<file path="src/rtl/ptadd_pkg.sv">
package ptadd_pkg;

  localparam int REG_ADDR_W  = 5;
  localparam int ARITH_STEPS = 23;
  localparam int COPY_STEPS  = 3;
  localparam int TOTAL_STEPS = ARITH_STEPS + COPY_STEPS;
  localparam int STEP_W      = $clog2(TOTAL_STEPS);

  typedef logic [REG_ADDR_W-1:0] raddr_t;

  localparam raddr_t A_PX = 5'd0;
  localparam raddr_t A_PY = 5'd1;
  localparam raddr_t A_PZ = 5'd2;
  localparam raddr_t A_QX = 5'd3;
  localparam raddr_t A_QY = 5'd4;
  localparam raddr_t A_QZ = 5'd5;
  localparam raddr_t A_RX = 5'd6;
  localparam raddr_t A_RY = 5'd7;
  localparam raddr_t A_RZ = 5'd8;
  localparam raddr_t A_T1 = 5'd9;
  localparam raddr_t A_T2 = 5'd10;
  localparam raddr_t A_T3 = 5'd11;
  localparam raddr_t A_T4 = 5'd12;
  localparam raddr_t A_T5 = 5'd13;
  localparam raddr_t A_T6 = 5'd14;
  localparam raddr_t A_T7 = 5'd15;
  localparam raddr_t A_T8 = 5'd16;

  typedef enum logic [1:0] {
    OP_MUL  = 2'd0,
    OP_ADD  = 2'd1,
    OP_SUB  = 2'd2,
    OP_COPY = 2'd3
  } alu_op_e;

  typedef struct packed {
    alu_op_e op;
    raddr_t  a;
    raddr_t  b;
    raddr_t  dst;
  } uop_t;

  function automatic uop_t mk(alu_op_e op, raddr_t a, raddr_t b, raddr_t d);
    uop_t u;
    u.op = op; u.a = a; u.b = b; u.dst = d;
    return u;
  endfunction

  // Arithmetic list; temporaries are reused only after their last read.
  function automatic uop_t arith_uop(input logic [STEP_W-1:0] idx);
    case (idx)
      5'd0:    return mk(OP_MUL, A_PZ, A_PZ, A_T1);  // Pz^2
      5'd1:    return mk(OP_MUL, A_QZ, A_QZ, A_T2);  // Qz^2
      5'd2:    return mk(OP_MUL, A_PZ, A_T1, A_T3);  // Pz^3
      5'd3:    return mk(OP_MUL, A_QZ, A_T2, A_T4);  // Qz^3
      5'd4:    return mk(OP_MUL, A_PX, A_T2, A_T5);  // u1 = Px*Qz^2
      5'd5:    return mk(OP_MUL, A_QX, A_T1, A_T2);  // u2 = Qx*Pz^2
      5'd6:    return mk(OP_MUL, A_PY, A_T4, A_T6);  // s1 = Py*Qz^3
      5'd7:    return mk(OP_MUL, A_QY, A_T3, A_T4);  // s2 = Qy*Pz^3
      5'd8:    return mk(OP_SUB, A_T2, A_T5, A_T7);  // dx
      5'd9:    return mk(OP_SUB, A_T4, A_T6, A_T8);  // dy
      5'd10:   return mk(OP_MUL, A_PZ, A_QZ, A_T1);  // Pz*Qz
      5'd11:   return mk(OP_MUL, A_T7, A_T1, A_RZ);  // Rz
      5'd12:   return mk(OP_MUL, A_T8, A_T8, A_T2);  // dy^2
      5'd13:   return mk(OP_MUL, A_T7, A_T7, A_T3);  // dx^2
      5'd14:   return mk(OP_MUL, A_T7, A_T3, A_T4);  // dx^3
      5'd15:   return mk(OP_SUB, A_T2, A_T4, A_T1);  // dy^2 - dx^3
      5'd16:   return mk(OP_MUL, A_T5, A_T3, A_T2);  // u1*dx^2
      5'd17:   return mk(OP_ADD, A_T2, A_T2, A_T3);  // doubled term
      5'd18:   return mk(OP_SUB, A_T1, A_T3, A_RX);  // Rx
      5'd19:   return mk(OP_SUB, A_T2, A_RX, A_T1);
      5'd20:   return mk(OP_MUL, A_T1, A_T8, A_T2);
      5'd21:   return mk(OP_MUL, A_T6, A_T4, A_T3);  // s1*dx^3
      default: return mk(OP_SUB, A_T2, A_T3, A_RY);  // Ry
    endcase
  endfunction

endpackage

</file>
<file path="src/rtl/ptadd_flag_latch.sv">
module ptadd_flag_latch (
  input  logic clk,
  input  logic rst_n,
  input  logic capture,
  input  logic pz_zero,
  input  logic qz_zero,
  output logic take_q,
  output logic bypass
);
  logic pz_q, qz_q;

  always_ff @(posedge clk or negedge rst_n) begin
    if (!rst_n) begin
      pz_q <= 1'b0;
      qz_q <= 1'b0;
    end else if (capture) begin
      pz_q <= pz_zero;
      qz_q <= qz_zero;
    end
  end

  // Pz at infinity wins: result is Q; otherwise Qz at infinity gives P.
  assign take_q = pz_q;
  assign bypass = pz_q | qz_q;
endmodule

</file>
<file path="src/rtl/ptadd_uop_rom.sv">
module ptadd_uop_rom
  import ptadd_pkg::*;
(
  input  logic [STEP_W-1:0] step,
  input  logic              take_q,
  output uop_t              uop
);
  localparam logic [STEP_W-1:0] FIRST_COPY = STEP_W'(ARITH_STEPS);

  logic [STEP_W-1:0] k;
  raddr_t            src_base;

  always_comb begin
    k        = step - FIRST_COPY;
    src_base = take_q ? A_QX : A_PX;
    if (step < FIRST_COPY) begin
      uop = arith_uop(step);
    end else begin
      uop = mk(OP_COPY, src_base + raddr_t'(k), '0, A_RX + raddr_t'(k));
    end
  end
endmodule

</file>
<file path="src/rtl/ptadd_ctrl.sv">
module ptadd_ctrl
  import ptadd_pkg::*;
(
  input  logic              clk,
  input  logic              rst_n,
  input  logic              start,
  input  logic              bypass,
  input  logic              cmd_ready,
  input  logic              alu_done,
  output logic              capture,
  output logic [STEP_W-1:0] step,
  output logic              cmd_valid,
  output logic              busy,
  output logic              done
);
  typedef enum logic [1:0] {S_IDLE, S_ISSUE, S_WAIT} state_e;

  localparam logic [STEP_W-1:0] LAST_ARITH = STEP_W'(ARITH_STEPS - 1);
  localparam logic [STEP_W-1:0] LAST_COPY  = STEP_W'(TOTAL_STEPS - 1);

  state_e            state;
  logic [STEP_W-1:0] last_step;

  assign last_step = bypass ? LAST_COPY : LAST_ARITH;
  assign capture   = (state == S_IDLE) && start;
  assign cmd_valid = (state == S_ISSUE);
  assign busy      = (state != S_IDLE);

  always_ff @(posedge clk or negedge rst_n) begin
    if (!rst_n) begin
      state <= S_IDLE;
      step  <= '0;
      done  <= 1'b0;
    end else begin
      done <= 1'b0;
      case (state)
        S_IDLE: if (start) begin
          step  <= '0;
          state <= S_ISSUE;
        end
        S_ISSUE: if (cmd_ready) state <= S_WAIT;
        S_WAIT: if (alu_done) begin
          if (step == last_step) begin
            state <= S_IDLE;
            done  <= 1'b1;
          end else begin
            step  <= step + 1'b1;
            state <= S_ISSUE;
          end
        end
        default: state <= S_IDLE;
      endcase
    end
  end
endmodule

</file>
<file path="src/rtl/ptadd_seq.sv">
module ptadd_seq
  import ptadd_pkg::*;
(
  input  logic                  clk,
  input  logic                  rst_n,
  input  logic                  start,
  input  logic                  pz_is_zero,
  input  logic                  qz_is_zero,
  output logic                  cmd_valid,
  input  logic                  cmd_ready,
  output logic [1:0]            cmd_op,
  output logic [REG_ADDR_W-1:0] cmd_src_a,
  output logic [REG_ADDR_W-1:0] cmd_src_b,
  output logic [REG_ADDR_W-1:0] cmd_dst,
  input  logic                  alu_done,
  output logic                  busy,
  output logic                  done
);
  logic              capture;
  logic              take_q;
  logic              bypass;
  logic [STEP_W-1:0] step;
  uop_t              uop;

  ptadd_flag_latch u_flags (
    .clk     (clk),
    .rst_n   (rst_n),
    .capture (capture),
    .pz_zero (pz_is_zero),
    .qz_zero (qz_is_zero),
    .take_q  (take_q),
    .bypass  (bypass)
  );

  ptadd_ctrl u_ctrl (
    .clk       (clk),
    .rst_n     (rst_n),
    .start     (start),
    .bypass    (bypass),
    .cmd_ready (cmd_ready),
    .alu_done  (alu_done),
    .capture   (capture),
    .step      (step),
    .cmd_valid (cmd_valid),
    .busy      (busy),
    .done      (done)
  );

  ptadd_uop_rom u_rom (
    .step   (step),
    .take_q (take_q),
    .uop    (uop)
  );

  assign cmd_op    = uop.op;
  assign cmd_src_a = uop.a;
  assign cmd_src_b = uop.b;
  assign cmd_dst   = uop.dst;
endmodule

</file>
<file path="config.mk">
export PLATFORM = sky130hd
export DESIGN_NAME = ptadd_seq
export DESIGN_NICKNAME = d
export VERILOG_FILES = /design/src/rtl/ptadd_pkg.sv /design/src/rtl/ptadd_flag_latch.sv /design/src/rtl/ptadd_uop_rom.sv /design/src/rtl/ptadd_ctrl.sv /design/src/rtl/ptadd_seq.sv
export SDC_FILE = /design/constraint.sdc
export NUM_CORES = 1
export LEC_CHECK = 0
export ABC_AREA = 1
export BUFFER_PORTS_ARGS = -buffer_cell sky130_fd_sc_hd__buf_2
export CAP_MARGIN = 20
export CORE_UTILIZATION = 40
export DETAILED_ROUTE_END_ITERATION = 16
export SETUP_SLACK_MARGIN = 0.3
export SLEW_MARGIN = 20
export SYNTH_ARGS = -nofsm -noshare
export SYNTH_HDL_FRONTEND = slang
export SYNTH_SLANG_ARGS = --single-unit
</file>
<file path="constraint.sdc">
create_clock -name clk -period 2.09 [get_ports clk]
set_input_delay 0.3135 -clock clk [delete_from_list [all_inputs] [get_ports clk]]
set_output_delay 0.3135 -clock clk [all_outputs]
set_load 0.005 [all_outputs]
</file>
Word level (Yosys, flattened, before mapping). Memory sizes are Yosys's and may differ from the RTL's. Index checks and enable logic that the tools add are counted. Widths: inputs -> output; s select.

Flip-flop bits (word level): 10. Memory bits (read-only): 544. Input port bits: 7. Output and inout bits: 20. Word-level logic and storage cells: 40. Memories kept: 1.

Add/subtract/negate cells: 4. Order comparisons: 1. Equal/unequal tests: 7. Muxes and demuxes: 15. Bitwise logic cells: 1. Reduce and logical (&&, ||, !) cells: 6.

Memories: (no name shown) (depth 32, bits a word 17, read ports 1, clocked after memory_dff 0, wr ports 0, RTL line ptadd_pkg.sv:51) `case (idx)`.

Operators by type and width (count): $mux 17 (1); $mux 5 (3); $pmux 5 s2 (1); $mux 2 (4); $ne 2x2->1 const B (3); $pmux 2 s3 (1); $add 3x5->5 const A (1); $add 5x1->5 const B (1); $add 5x5->5 (1); $eq 5x5->1 (1); $lt 5x5->1 const B (1); $sub 5x5->5 const B (1); $mux 1 (4); $mux 4 (1); $reduce_and 4->1 (1); $reduce_bool 2->1 (2); $reduce_and 3->1 (1); $eq 2x1->1 const B (1); $eq 2x2->1 const B (1); $logic_not 2->1 (1); $ne 2x1->1 const B (1); $logic_and 1x1->1 (1); $or 1x1->1 (1).

Longest topological paths before layout.
Depth after elaboration: 6. Gate-level depth with buffers: 9. Depth with buffers taken out: 8.

By module. A second synthesis with hierarchy kept.

Cell total of the unflattened synthesis: 239. Area, all modules: 1457.6 um2.

By module, submodules not included: ptadd_uop_rom (instances 1, cells each 160, area each 870.8 um2, sequential area each 0.0 um2); ptadd_ctrl (instances 1, cells each 69, area each 504.2 um2, sequential area each 200.2 um2); ptadd_flag_latch (instances 1, cells each 10, area each 82.6 um2, sequential area each 50.0 um2).

Worst setup path after synthesis. OpenSTA, ideal clock, no wires.

Path type: register to output. Start point: register u_ctrl.step[0]. End point: output cmd_src_a[2]. Arrival time: 1.905 ns. Required time: 1.776 ns. Slack: -0.129 ns. Cell stages (with the launch flop): 8. Cells stage by stage: dfrtp_1 > buf_2 > inv_1 > ha_1 > fa_1 > or2_2 > nand3_1 > o211ai_1.

Longest elaborated chain between the ends: 3.

Ends and longest elaborated chain: start: declaration (RTL line ptadd_ctrl.sv:11) `output logic [STEP_W-1:0] step,`; start signal: assignment (RTL line ptadd_ctrl.sv:47) `step <= step + 1'b1;`; $sub 5x5->5 (RTL line ptadd_uop_rom.sv:14) `k = step - FIRST_COPY;`; $add 5x5->5 (RTL line ptadd_uop_rom.sv:19) `uop = mk(OP_COPY, src_base + raddr_t'(k), '0, A_RX + raddr_t'(k));`; $mux 17 * (RTL line ptadd_uop_rom.sv:16) `if (step < FIRST_COPY) begin`; end: declaration (RTL line ptadd_seq.sv:12) `output logic [REG_ADDR_W-1:0] cmd_src_a,`.

Every way passes the cells marked *; elsewhere a longest branch is shown, timed or not.

Final worst setup path.
Start point: register u_ctrl.step[0]. End point: output cmd_src_a[3].

Same word-level chain as after synthesis.

==> run summary <==
Finish-stage setup viols = 6
Crit Path Class = reg -> out
Worst VDD drop = 447 uV
Top FF cell, synth = dfrtp_1
Synth area leaders = nand2_1, dfrtp_1, ha_1, nand3_1, o21ai_0
DP Worst Slack = 0.119 ns
Yosys reg bits = 10
Cell Count, Final, Fillers Out = 299
CTS root buf = clkbuf_4
Synth top area share = 20.3%
Worst Hold Depth = 2
I/O Pins = 27
Initial Util = 43.7%
Min Tclk post-route = 2.25 ns
Post-synthesis cell type count = 28
TritonCTS Buffers = 3
Initial antenna violation count = 0
RSZ-0062 raised after global routing = true
Layout cells sized above 1 = 44.7%
Clk pin slew, worst setup/hold paths = 0.06 ns
Sequential share of the synthesized area = 19.9%
Placed cell area = 0.00149 mm2
R2r startpoint = u_ctrl.step[2]
Final setup TNS = -0.476 ns
Antenna diode count = 0
Tightest Pin Transition = 0.310 ns
WHS = 0.241 ns
WL final = 4280 um
Pleak = 0.950 nW
Die height = 58.0 um
Endpoint type of the worst setup path = output port
Hold crit path type = in -> reg
Critical Path Max Stage Delay = 0.42 ns
Synthesis-to-finish area growth = 52.3%
Placeable Area = 0.00288 mm2
Reg2reg path depth = 7
Largest net degree at the start of global routing = 13
Fmax = 445 MHz
Placer Congestion = 0.900
Slew Viols, Final = 0
DRC = 2
CP max-delay cell = dfrtp_2
Vias = 1618
Status = complete, but fails checks
GRT Total Usage = 25.6%
WP data required = 1.78 ns
Worst-path cell chain = clkinv_4, ha_4, buf_4, ha_4, nand2_1, nand2_2, nand2_1, nand2_1, a31oi_1, buf_2
Crit path DAT = 1.93 ns
Fin crit share = 108%
Vias per std cell = 5.41
Setup crit start kind = flip-flop
Register-to-Register Setup Slack = 0.53 ns
Hold Path End = u_ctrl.state[0]
Cell area after synthesis = 0.00126 mm2
Setup ws final = -0.157 ns
Post-synthesis cell count = 204
RR Endpoint = u_ctrl.state[0]
Syn_nets = 222
Top cells by count, synth = nand2_1, nand3_1, inv_1, nor2_1, o21ai_0
Post-synthesis average cell area = 6.16 um2
WL/cell = 14.3 um
Final core occ = 66.5%
CTS tree = built
Syn. warnings = 0
Nets = 276
Initial DRT Pass Iterations = 11
DRT iter0 DRCs = 93
Failing checks = design-rule violations, negative setup slack
Die footprint = 0.00337 mm2
CP max FO = 5
Setup Skew = 0.00741 ns
Clk Latency, worst-skew pair = 0.27 ns
Vias in the first global route = 1396
First-pass GRT wire length = 6650 um
Most used cell, CP = nand2_1
GRT Residual Overflow = 0
Total power = 1.58 mW
Pwr Density = 828 mW/mm2
Rel. slew slack = 79.3%
Clock tree buffer depth = 2
H-tree depth = 1
Rows = 19
Post-route cell area = 0.00191 mm2
Fin. Hold Viols = 0
Detail Placement HPWL = 2870 um
Top-count cell post-synth = nand2_1
Port Buf Inserts = 26
Placed instance count = 275
CTS Sinks = 10
Die width = 58.0 um
Final ANT Viol Nets = 0
Max-cap violation count = 0
Yosys top cell by area = nand2_1
Number of synthesized flops with an enable pin = 0
Hold Path Origin = cmd_ready
Asr flop ratio synth = 100%
==> logic make-up after synthesis <==
family                   synth area share [%]
multiplexers                             1.79
AND/OR/NAND/NOR                          40.3
buffers and inverters                    10.6
adder cells (fa/ha/maj)                  11.6
AO/OA/AOI/OAI                            15.8
flip-flops                               19.9
==> registers in the layout, summed over array words and instances, names as in the netlist <==
| signal | cells |
|---|---|
| u_ctrl.step | 5 |
| u_ctrl.state | 2 |
| u_ctrl.done | 1 |
| u_flags.qz_q | 1 |
| u_flags.take_q | 1 |
==> cells in the final DEF (no fill, tap or decap), types with 3 or more instances in the layout <==
master    instances
a21oi_1           6
buf_2            26
buf_4            22
buf_6             7
clkbuf_4          3
dfrtp_1           6
dfrtp_2           4
ha_2              4
ha_4              6
inv_1            13
inv_2             3
inv_4             3
nand2_1          59
nand2_2           6
nand2_4           5
nand3_1          18
nor2_1           15
nor2_4            3
o21ai_0          10
o21ai_1           3
o21ai_2           5
==> worst max-delay path: cells and delay by family (launching register included) <==
family	cells	cell delay (ns)
simple gates	4	0.24
fa+ha+maj	2	0.50
compound gates	1	0.14
flops	1	0.42
buf+inv	3	0.35
==> what timing repair did <==
item / CTS / global route
pin swaps: 10 / 12
resized for setup: 32 / 35
buffers inserted: 11 / 8
gates cloned: 0 / 0
endpoints found under the setup margin: 17 / 17
hold endpoints to repair: 10 / 0
hold buffers: 1 / 0
==> metal layers <==
layer | part of all wire [%] | vias to the layer above | GRT usage [%]
li1 | - | 775 | -
met1 | 46 | 762 | 38.6
met2 | 45 | 70 | 37.9
met3 | 6.9 | 11 | 5.13
met4 | 1.6 | 0 | 4.42
met5 | 0 | - | 0
==> final cells by class <==
class                   instances  area (um2)
flip-flops and latches         10         255
inverters                      21        96.3
multi-input cells             166        1100
clock buffers                   4        26.3
repair buffers                 56         384
well taps                      42        52.6
fillers                       240         963
==> power by group <==
part	internal, mW	leakage, nW	switching, mW
Combinational	0.559	0.809	0.601
Clock	0.0738	0.0150	0.0642
Sequential	0.243	0.126	0.0427
Total	0.876	0.950	0.708
==> worst max-delay path by stage <==
stage / startpoint / endpoint / slack, ns
5_1_grt: u_ctrl.step[0] / cmd_src_a[3] / -0.25
6_report: u_ctrl.step[0] / cmd_src_a[3] / -0.16
3_3_place_gp: u_ctrl.step[0] / cmd_dst[2] / 0.14
2_1_floorplan: u_ctrl.step[0] / cmd_src_a[2] / 0.25
4_1_cts: u_ctrl.step[0] / cmd_src_a[2] / -0.11
3_5_place_dp: u_ctrl.step[0] / cmd_src_a[2] / 0.12
Note: power is estimated with default switching activity, not from simulation.
